$ cat config.mk
export PLATFORM = sky130hd
export DESIGN_NAME = j1850_eod_tx
export DESIGN_NICKNAME = d
export VERILOG_FILES = /design/src/rtl/j1850_eod_pkg.sv /design/src/rtl/j1850_crc_acc.sv /design/src/rtl/j1850_nb_sel.sv /design/src/rtl/j1850_eod_tx.sv
export SDC_FILE = /design/constraint.sdc
export NUM_CORES = 1
export LEC_CHECK = 0
export ABC_AREA = 1
export BUFFER_PORTS_ARGS = -buffer_cell sky130_fd_sc_hd__buf_2
export CORE_UTILIZATION = 30
export CTS_CLUSTER_DIAMETER = 120
export DETAILED_ROUTE_END_ITERATION = 6
export GPL_ROUTABILITY_DRIVEN = 1
export GPL_TIMING_DRIVEN = 0
export PLACE_DENSITY = 0.48
export SKIP_LAST_GASP = 1
export SLEW_MARGIN = 20
export SYNTH_ARGS = -nofsm -noshare
export SYNTH_HDL_FRONTEND = slang
export SYNTH_SLANG_ARGS = --single-unit
export TNS_END_PERCENT = 100
$ cat constraint.sdc
create_clock -name clk -period 5 [get_ports clk]
set_input_delay 1 -clock clk [delete_from_list [all_inputs] [get_ports clk]]
set_output_delay 1 -clock clk [all_outputs]
set_load 0.02 [all_outputs]
$ cat src/rtl/j1850_eod_pkg.sv
package j1850_eod_pkg;

    localparam int BYTE_W = 8;
    localparam logic [BYTE_W-1:0] CRC_POLY = 8'h1D;
    localparam logic [BYTE_W-1:0] CRC_SEED = 8'hFF;

    typedef enum logic [1:0] {
        ST_IDLE,
        ST_DATA,
        ST_CRC,
        ST_ECHO
    } tx_state_e;

    typedef struct packed {
        logic [BYTE_W-1:0] data;
        logic              full;
    } slot_t;

    function automatic logic [BYTE_W-1:0] crc_step(
        input logic [BYTE_W-1:0] cur,
        input logic [BYTE_W-1:0] din,
        input logic [BYTE_W-1:0] poly
    );
        logic [BYTE_W-1:0] c;
        logic              fb;
        c = cur;
        for (int i = BYTE_W - 1; i >= 0; i--) begin
            fb = c[BYTE_W-1] ^ din[i];
            c  = c << 1;
            if (fb) c = c ^ poly;
        end
        return c;
    endfunction

endpackage

$ cat src/rtl/j1850_crc_acc.sv
module j1850_crc_acc
    import j1850_eod_pkg::*;
#(
    parameter logic [BYTE_W-1:0] POLY = CRC_POLY,
    parameter logic [BYTE_W-1:0] SEED = CRC_SEED
) (
    input  logic              clk,
    input  logic              rst,
    input  logic              clr,
    input  logic              upd,
    input  logic [BYTE_W-1:0] din,
    output logic [BYTE_W-1:0] crc
);

    always_ff @(posedge clk) begin
        if (rst || clr) begin
            crc <= SEED;
        end else if (upd) begin
            crc <= crc_step(crc, din, POLY);
        end
    end

endmodule

$ cat src/rtl/j1850_nb_sel.sv
module j1850_nb_sel (
    input  logic nb_fmt,
    input  logic ifr_crc,
    output logic nb_bit
);

    always_comb begin
        if (nb_fmt) nb_bit = !ifr_crc;
        else        nb_bit = ifr_crc;
    end

endmodule

$ cat src/rtl/j1850_eod_tx.sv
module j1850_eod_tx
    import j1850_eod_pkg::*;
#(
    parameter logic [BYTE_W-1:0] POLY = CRC_POLY,
    parameter logic [BYTE_W-1:0] SEED = CRC_SEED
) (
    input  logic              clk,
    input  logic              rst,
    input  logic              wr_en,
    input  logic [BYTE_W-1:0] wr_data,
    input  logic              eod_set,
    input  logic              ifr_mode,
    input  logic              nb_fmt,
    input  logic              ifr_crc,
    input  logic              eod_echo,
    input  logic              err,
    input  logic              tx_ready,
    output logic              tdre,
    output logic              eod_req,
    output logic              tx_valid,
    output logic              tx_bit,
    output logic              eod_sym,
    output logic              nb_bit
);

    localparam int               CNT_W    = $clog2(BYTE_W);
    localparam logic [CNT_W-1:0] LAST_BIT = CNT_W'(BYTE_W - 1);

    slot_t             sh_q, sd_q;
    logic [CNT_W-1:0]  bcnt_q;
    tx_state_e         st_q;
    logic              eod_q, sym_q;

    logic              open_st, accept, done, free, wr_ok;
    logic              take_sd, take_wr, take_crc;
    logic              crc_clr, crc_upd;
    logic [BYTE_W-1:0] crc_din, crc_val;

    always_comb begin
        open_st  = (st_q == ST_IDLE) || (st_q == ST_DATA);
        accept   = sh_q.full && tx_ready;
        done     = accept && (bcnt_q == LAST_BIT);
        free     = !sh_q.full || done;
        wr_ok    = wr_en && open_st && !sd_q.full && !eod_q;
        take_sd  = free && open_st && sd_q.full;
        take_wr  = !sh_q.full && wr_ok;
        take_crc = free && open_st && eod_q && !sd_q.full && !wr_ok;
        crc_upd  = take_sd || take_wr;
        crc_din  = take_sd ? sd_q.data : wr_data;
        crc_clr  = err || (done && (st_q == ST_CRC));
    end

    j1850_crc_acc #(.POLY(POLY), .SEED(SEED)) crc_i (
        .clk (clk),
        .rst (rst),
        .clr (crc_clr),
        .upd (crc_upd),
        .din (crc_din),
        .crc (crc_val)
    );

    j1850_nb_sel nb_i (
        .nb_fmt  (nb_fmt),
        .ifr_crc (ifr_crc),
        .nb_bit  (nb_bit)
    );

    always_ff @(posedge clk) begin
        if (rst || err) begin
            sh_q   <= '0;
            sd_q   <= '0;
            bcnt_q <= '0;
            st_q   <= ST_IDLE;
            eod_q  <= 1'b0;
            sym_q  <= 1'b0;
        end else begin
            sym_q <= 1'b0;
            if (eod_set && open_st) eod_q <= 1'b1;
            if (accept) begin
                sh_q.data <= sh_q.data << 1;
                bcnt_q    <= bcnt_q + 1'b1;
            end
            if (wr_ok && sh_q.full) sd_q <= '{data: wr_data, full: 1'b1};
            if (take_sd) begin
                sh_q      <= '{data: sd_q.data, full: 1'b1};
                sd_q.full <= 1'b0;
                bcnt_q    <= '0;
                st_q      <= ST_DATA;
            end else if (take_wr) begin
                sh_q   <= '{data: wr_data, full: 1'b1};
                bcnt_q <= '0;
                st_q   <= ST_DATA;
            end else if (take_crc) begin
                sh_q   <= '{data: ~crc_val, full: 1'b1};
                bcnt_q <= '0;
                st_q   <= ST_CRC;
                if (!ifr_mode) eod_q <= 1'b0;
            end else if (done) begin
                sh_q.full <= 1'b0;
                if (st_q == ST_CRC) begin
                    sym_q <= 1'b1;
                    st_q  <= ifr_mode ? ST_ECHO : ST_IDLE;
                end
            end
            if ((st_q == ST_ECHO) && eod_echo) begin
                eod_q <= 1'b0;
                st_q  <= ST_IDLE;
            end
        end
    end

    assign tdre     = open_st && !sd_q.full && !eod_q;
    assign eod_req  = eod_q;
    assign tx_valid = sh_q.full;
    assign tx_bit   = sh_q.data[BYTE_W-1];
    assign eod_sym  = sym_q;

endmodule

==> results by group, run 1 <==
Run status
  • Status: completed

STA
  • Slew margin rel.: 0.5471
  • Max Slew Vio Count: 0
  • Clock Skew: 0.01601 ns
  • Max Clock Freq: 0.3640 GHz
  • Final Setup Violations: 0
  • RSZ-0062 raised after global routing: false
  • Measured slew at the worst slew-check pin: 0.6723 ns
  • Hold WS: 0.4674 ns
  • Fin. Hold Viols: 0
  • Final critical-path required period: 2.747 ns
  • Setup TNS: 0 ns
  • Fin crit share: 0.5494

Cells and area
  • P&R area growth vs syn: 15.86%
  • Final Core Density: 0.3685
  • Commonest non-fill, non-tap cell in the layout: nand2_1
  • Layout Cells excl Fill: 475
  • ANT cells: 0
  • Nets: 398
  • Share of cells above drive strength 1: 0.1530
  • Number of fill cells: 766
  • Most frequent cells in the layout: nand2_1, nand3_1, inv_1

Logic synthesis
  • Sequential area share after synthesis: 0.2992
  • Gate Count Post-Synth: 348
  • Mapped cell area: 0.002208 mm²
  • Syn_nets: 368
  • Syn_area_per_cell: 6.346 µm²
  • #FFs+latches synth: 33
  • Yosys warns: 0
  • Count of cell types in the netlist: 30

Floorplanning
  • Initial Util: 0.3180
  • Die Ht: 87.80 µm
  • Rows: 30
  • Top Ports: 24
  • Die outline width: 87.80 µm
  • DIE AREA: 0.007708 mm²
  • Core ar.: 0.006944 mm²

Clock network
  • Reg clk slew, reported paths: 0.08 ns
  • Hold buffers post-CTS: 0
  • Clk sink count: 33
  • Skew-Pair Late Insertion Delay: 0.31 ns
  • PostCTS Resize Cnt: 0
  • H-tree levels: 2
  • CTS tree: done
  • Root buffer cell: clkbuf_8
  • CTS buffer count: 5
  • Post-CTS setup repair buffer count: 0
  • CTS Buffer Depth: 2

Pwr
  • Peak VDD IR: 0.1053 mV
  • Leak: 1.274 nW
  • PwrDens: 300.3 mW/mm²

Detailed routing
  • Mean routed wirelength per cell: 13.67 µm
  • DRC errors left: 0
  • Total Routed Length: 6.495 mm
  • Vias: 2,295
  • First drt pass iteration count: 4
  • DR vias/cell: 4.832
  • 1st-iter DRT viols: 101
  • Routed Antenna Nets: 0

Global routing
  • Met2 usage: 0.3016
  • Total GRT Usage: 0.1863
  • Grt peak-use layer: met2
  • Vias in the first global route: 2,132
  • First-pass GRT wire length: 10.67 mm
  • Largest net degree at the start of global routing: 13
  • Met3 Use GR: 0.03676
  • Routing usage on met1: 0.2517
  • Antenna violations before repair: 0
  • Grt total ovfl: 0

Critical path
  • Worst path required time: 5.19 ns
  • Worst-path maximum fanout: 10
  • CP cell instances: buf_2 -> nand3_2 -> nand2_2 -> nand2_4 -> buf_6 -> inv_1 -> o21ai_0 -> inv_1 -> nand3_1 -> nand2_2 -> nand2_1 -> nand2_1 -> nand2_1 -> nand3_1
  • Worst path max stage delay: 0.54 ns
  • Crit Path Class: input pin to register
  • Buf/Inv on CP: 4
  • Worst setup SP type: input pin
  • CP most frequent cell: nand2_1
  • Family with the most delay on the worst path: simple AND/OR/NAND/NOR gates
  • CP Data Arrival Time: 2.94 ns
  • Slowest cell on crit path: o21ai_0
  • Critical path capture point type: register

Placement
  • DP HPWL: 5.045 mm
  • GP Congestion: 0.8644
  • IO buf count: 23
  • Placed instance count: 467

Job
  • Max Cap Violations: 0

Worst hold path
  • Worst Hold Class: register to register
-- sequential cells by signal, indices dropped and copies added, names as in the netlist --
| signal | count |
|---|---|
| crc_i.crc | 8 |
| sh_q | 7 |
| st_q | 2 |
| tx_valid | 1 |
| tx_bit | 1 |
| bcnt_q | 3 |
| eod_req | 1 |
| sd_q | 9 |
| eod_sym | 1 |
-- path summary, 6_finish.rpt --
| check | startpoint | to | slack (ns) | cells past startpoint |
|---|---|---|---|---|
| max | tx_ready | crc_i.crc[3] | 2.25 | 14 |
| min | sh_q[1] | sh_q[1] | 0.47 | 2 |
| max reg2reg | bcnt_q[0] | crc_i.crc[3] | 2.36 | 15 |
| min reg2reg | sh_q[1] | sh_q[1] | 0.47 | 2 |
-- metrics by stage --
stage	power [mW]	cell area (µm²)	worst slack, ns
finish	0.7683	2559	2.253
global route	0.8172	2559	2.077
CTS	0.7756	2559	2.218
detailed placement	0.5019	2444	1.898
global placement	0.5012	2444	1.896
floorplan	0.4473	2208	2.544
-- synth_stat cells --
master	number	area, µm²
ha_1	2	25.02
a21oi_1	26	130.1
buf_2	3	15.01
o211ai_1	1	7.510
nand2_4	4	45.04
inv_1	54	202.7
clkbuf_1	2	7.510
buf_6	2	22.52
or2_2	1	6.260
nor3_1	3	15.01
a31oi_1	6	37.54
a211oi_1	1	7.510
nand3_2	2	20.02
a311oi_1	1	8.760
xor2_1	4	35.03
o21ai_0	26	130.1
clkinv_1	1	3.750
nand2_2	11	68.82
nor2_1	15	56.30
nand2_1	74	277.8
nor3b_1	1	7.510
buf_1	1	3.750
nor2_2	1	6.260
xnor2_1	4	35.03
or2_1	1	6.260
a22oi_1	4	30.03
xor2_2	1	16.27
buf_4	2	15.01
nand3_1	61	305.3
dfxtp_1	33	660.6
-- area by class of cell --
cell class | count | area [µm²] | area share
plain buffers | 10 | 63.81 | 0.02494
clock buffers | 5 | 68.82 | 0.02689
clock inverters | 3 | 46.29 | 0.01809
inverters | 55 | 206.4 | 0.08068
multi-input cells | 250 | 1277 | 0.4993
flip-flops and latches | 33 | 660.6 | 0.2582
well taps | 96 | 120.1 | 0.04694
repair buffers | 23 | 115.1 | 0.04499
-- tightest hold or removal path, stage by stage, from the launching register on --
cell,delay [ns]
dfxtp_1,0.32
nand2_1,0.06
a21oi_1,0.05
-- logic make-up (layout without fill, tap and decap cells) --
group,count (synthesis),count (layout),synth area share
and+or+nand+nor,174,174,0.3688
AOI/OAI and AO/OA,65,65,0.1592
buffers and inverters,65,96,0.1224
DFF,33,33,0.2991
xor gates and xnor gates,9,9,0.03909
adders and majority gates,2,2,0.01133
-- report_power, final --
| group | internal [mW] | switching, mW |
|---|---|---|
| Clock | 0.149 | 0.122 |
| Combinational | 0.0742 | 0.136 |
| Sequential | 0.275 | 0.0115 |
-- per-layer routing --
metal  vias to the layer above  share of wire
met5                         -              0
met4                         0          0.010
met3                         7          0.043
met2                        44           0.43
met1                      1044           0.52
li1                       1200              -
Power figures use the tool's default switching activity.
==> run 2: changes to the inputs <==
Clock period 5 ns to 2.7 ns, I/O delays scaled along.
==> run 2 against run 1 <==
  * Non-clock buffer count unchanged
  * Hold slack about the same
  * Count of clock-buffer cells in the layout did not move
  * Clock power up 85%
  * Total power up 85%
  * Largest cell class unchanged
  * Largest power group unchanged
==> results by group, run 2 (synthesis gave the netlist of run 1 again) <==
Run status
  • Status: completed

Clock network
  • CTS buffer count: 5
  • H-tree levels: 2
  • CTS Buffer Depth: 2
  • Post-CTS setup repair buffer count: 0
  • Clk sink count: 33
  • Reg clk slew, reported paths: 0.09 ns
  • Skew-Pair Late Insertion Delay: 0.30 ns
  • CTS tree: done
  • Root buffer cell: clkbuf_8

Detailed routing
  • DRC errors left: 0
  • 1st-iter DRT viols: 107
  • First drt pass iteration count: 4
  • Total Routed Length: 6.483 mm
  • Routed Antenna Nets: 0
  • Vias: 2,296
  • DR vias/cell: 4.834
  • Mean routed wirelength per cell: 13.65 µm

Floorplanning
  • DIE AREA: 0.007708 mm²
  • Initial Util: 0.3180
  • Die Ht: 87.80 µm
  • Top Ports: 24
  • Core ar.: 0.006944 mm²
  • Rows: 30
  • Die outline width: 87.80 µm

STA
  • Fin. Hold Viols: 0
  • Slew margin rel.: 0.5578
  • Clock Skew: 0.01592 ns
  • RSZ-0062 raised after global routing: false
  • Hold WS: 0.4674 ns
  • Final critical-path required period: 2.455 ns
  • Setup TNS: 0 ns
  • Fin crit share: 0.9091
  • Max Clock Freq: 0.4074 GHz
  • Measured slew at the worst slew-check pin: 0.6608 ns
  • Max Slew Vio Count: 0
  • Final Setup Violations: 0

Critical path
  • Worst path max stage delay: 0.33 ns
  • Worst setup SP type: register
  • CP Data Arrival Time: 2.61 ns
  • Worst path required time: 2.85 ns
  • Worst-path maximum fanout: 10
  • Crit Path Class: register to register
  • Buf/Inv on CP: 1
  • Family with the most delay on the worst path: simple AND/OR/NAND/NOR gates
  • Critical path capture point type: register
  • Slowest cell on crit path: dfxtp_1
  • CP cell instances: ha_1 -> ha_1 -> nand3_2 -> nand2_2 -> nand2_4 -> buf_6 -> nand2_4 -> nand3_1 -> nand2_1 -> nand2_1 -> nand2_4 -> xnor2_1 -> nand2_1 -> nand3_1 -> o211ai_1

Cells and area
  • Regs by FF count: sd_q x9, crc_i.crc x8, sh_q x7
  • ANT cells: 0
  • Number of flip-flops in the largest register: 9
  • Share of cells above drive strength 1: 0.1557
  • Commonest non-fill, non-tap cell in the layout: nand2_1
  • Multi-input gate area: 0.001281 mm²
  • Most frequent cells in the layout: nand2_1, nand3_1, inv_1
  • Number of fill cells: 765
  • Layout Cells excl Fill: 475
  • P&R area growth vs syn: 16.03%
  • Nets: 398
  • FF+latch area: 660.6 µm²
  • Final Core Density: 0.3690
  • Largest Register: sd_q

Placement
  • DP HPWL: 5.045 mm
  • Placed instance count: 467
  • GP Congestion: 0.8644
  • IO buf count: 23

Global routing
  • Vias in the first global route: 2,132
  • Grt total ovfl: 0
  • Largest net degree at the start of global routing: 13
  • First-pass GRT wire length: 10.67 mm
  • Antenna violations before repair: 0
  • Total GRT Usage: 0.1863

Pwr
  • Leak: 1.274 nW
  • PwrDens: 555.5 mW/mm²
  • Design Power: 1.423 mW
  • Peak VDD IR: 0.1950 mV

Job
  • Max Cap Violations: 0

Worst hold path
  • Worst Hold Class: register to register
## run 2: changes by cell type in the layout (fill, tap and decap cells not counted)
cell	before	now
a21oi_1	26	25
a21oi_2	0	1
o21ai_0	26	25
o21ai_1	0	1
## run 2: repair_timing
| item | 4_1_cts | 5_1_grt |
|---|---|---|
| resized for setup | 0 | 2 |
| hold buffers | 0 | 0 |
| hold endpoints to repair | 0 | 0 |
| endpoints found under the setup margin | 0 | 9 |
## run 2: worst min-delay path: cells and delay by family (launching register included)
kind            cells  cell delay [ns]
flops               1             0.32
simple gates        1             0.06
compound gates      1             0.05
## run 2: routing by layer
layer,vias to the layer above,GRT usage,part of all wire
met3,9,0.03676,0.042
met5,-,0,0
met1,1043,0.2517,0.52
li1,1201,-,-
met4,0,0.05067,0.013
met2,43,0.3016,0.43
## run 2: path summary, 6_finish.rpt
kind / slack, ns / end / cells after the start / start
max: 0.25 / crc_i.crc[2] / 15 / bcnt_q[0]
min: 0.47 / sh_q[1] / 2 / sh_q[1]
max reg2reg: 0.25 / crc_i.crc[2] / 15 / bcnt_q[0]
min reg2reg: 0.47 / sh_q[1] / 2 / sh_q[1]
## run 2: cell type report
class / count / share of cell area
inverter: 55 / 0.08057
clock inverter: 3 / 0.01807
buffer: 10 / 0.02490
tap: 96 / 0.04687
sequential: 33 / 0.2578
multi-input combinational: 250 / 0.5000
timing repair buffer: 23 / 0.04492
clock buffer: 5 / 0.02686
## run 2: where the power goes
group | internal (mW) | switching (mW)
Sequential | 0.508 | 0.0215
Clock | 0.277 | 0.226
Combinational | 0.138 | 0.253
Total | 0.923 | 0.500
## run 2: metrics by stage
stage          worst slack [ns]  area (µm²)
3_3_place_gp            0.03145        2444
2_1_floorplan            0.5608        2208
6_report                 0.2455        2562
3_5_place_dp            0.05146        2444
4_1_cts                 0.01568        2559
5_1_grt                 0.01125        2562
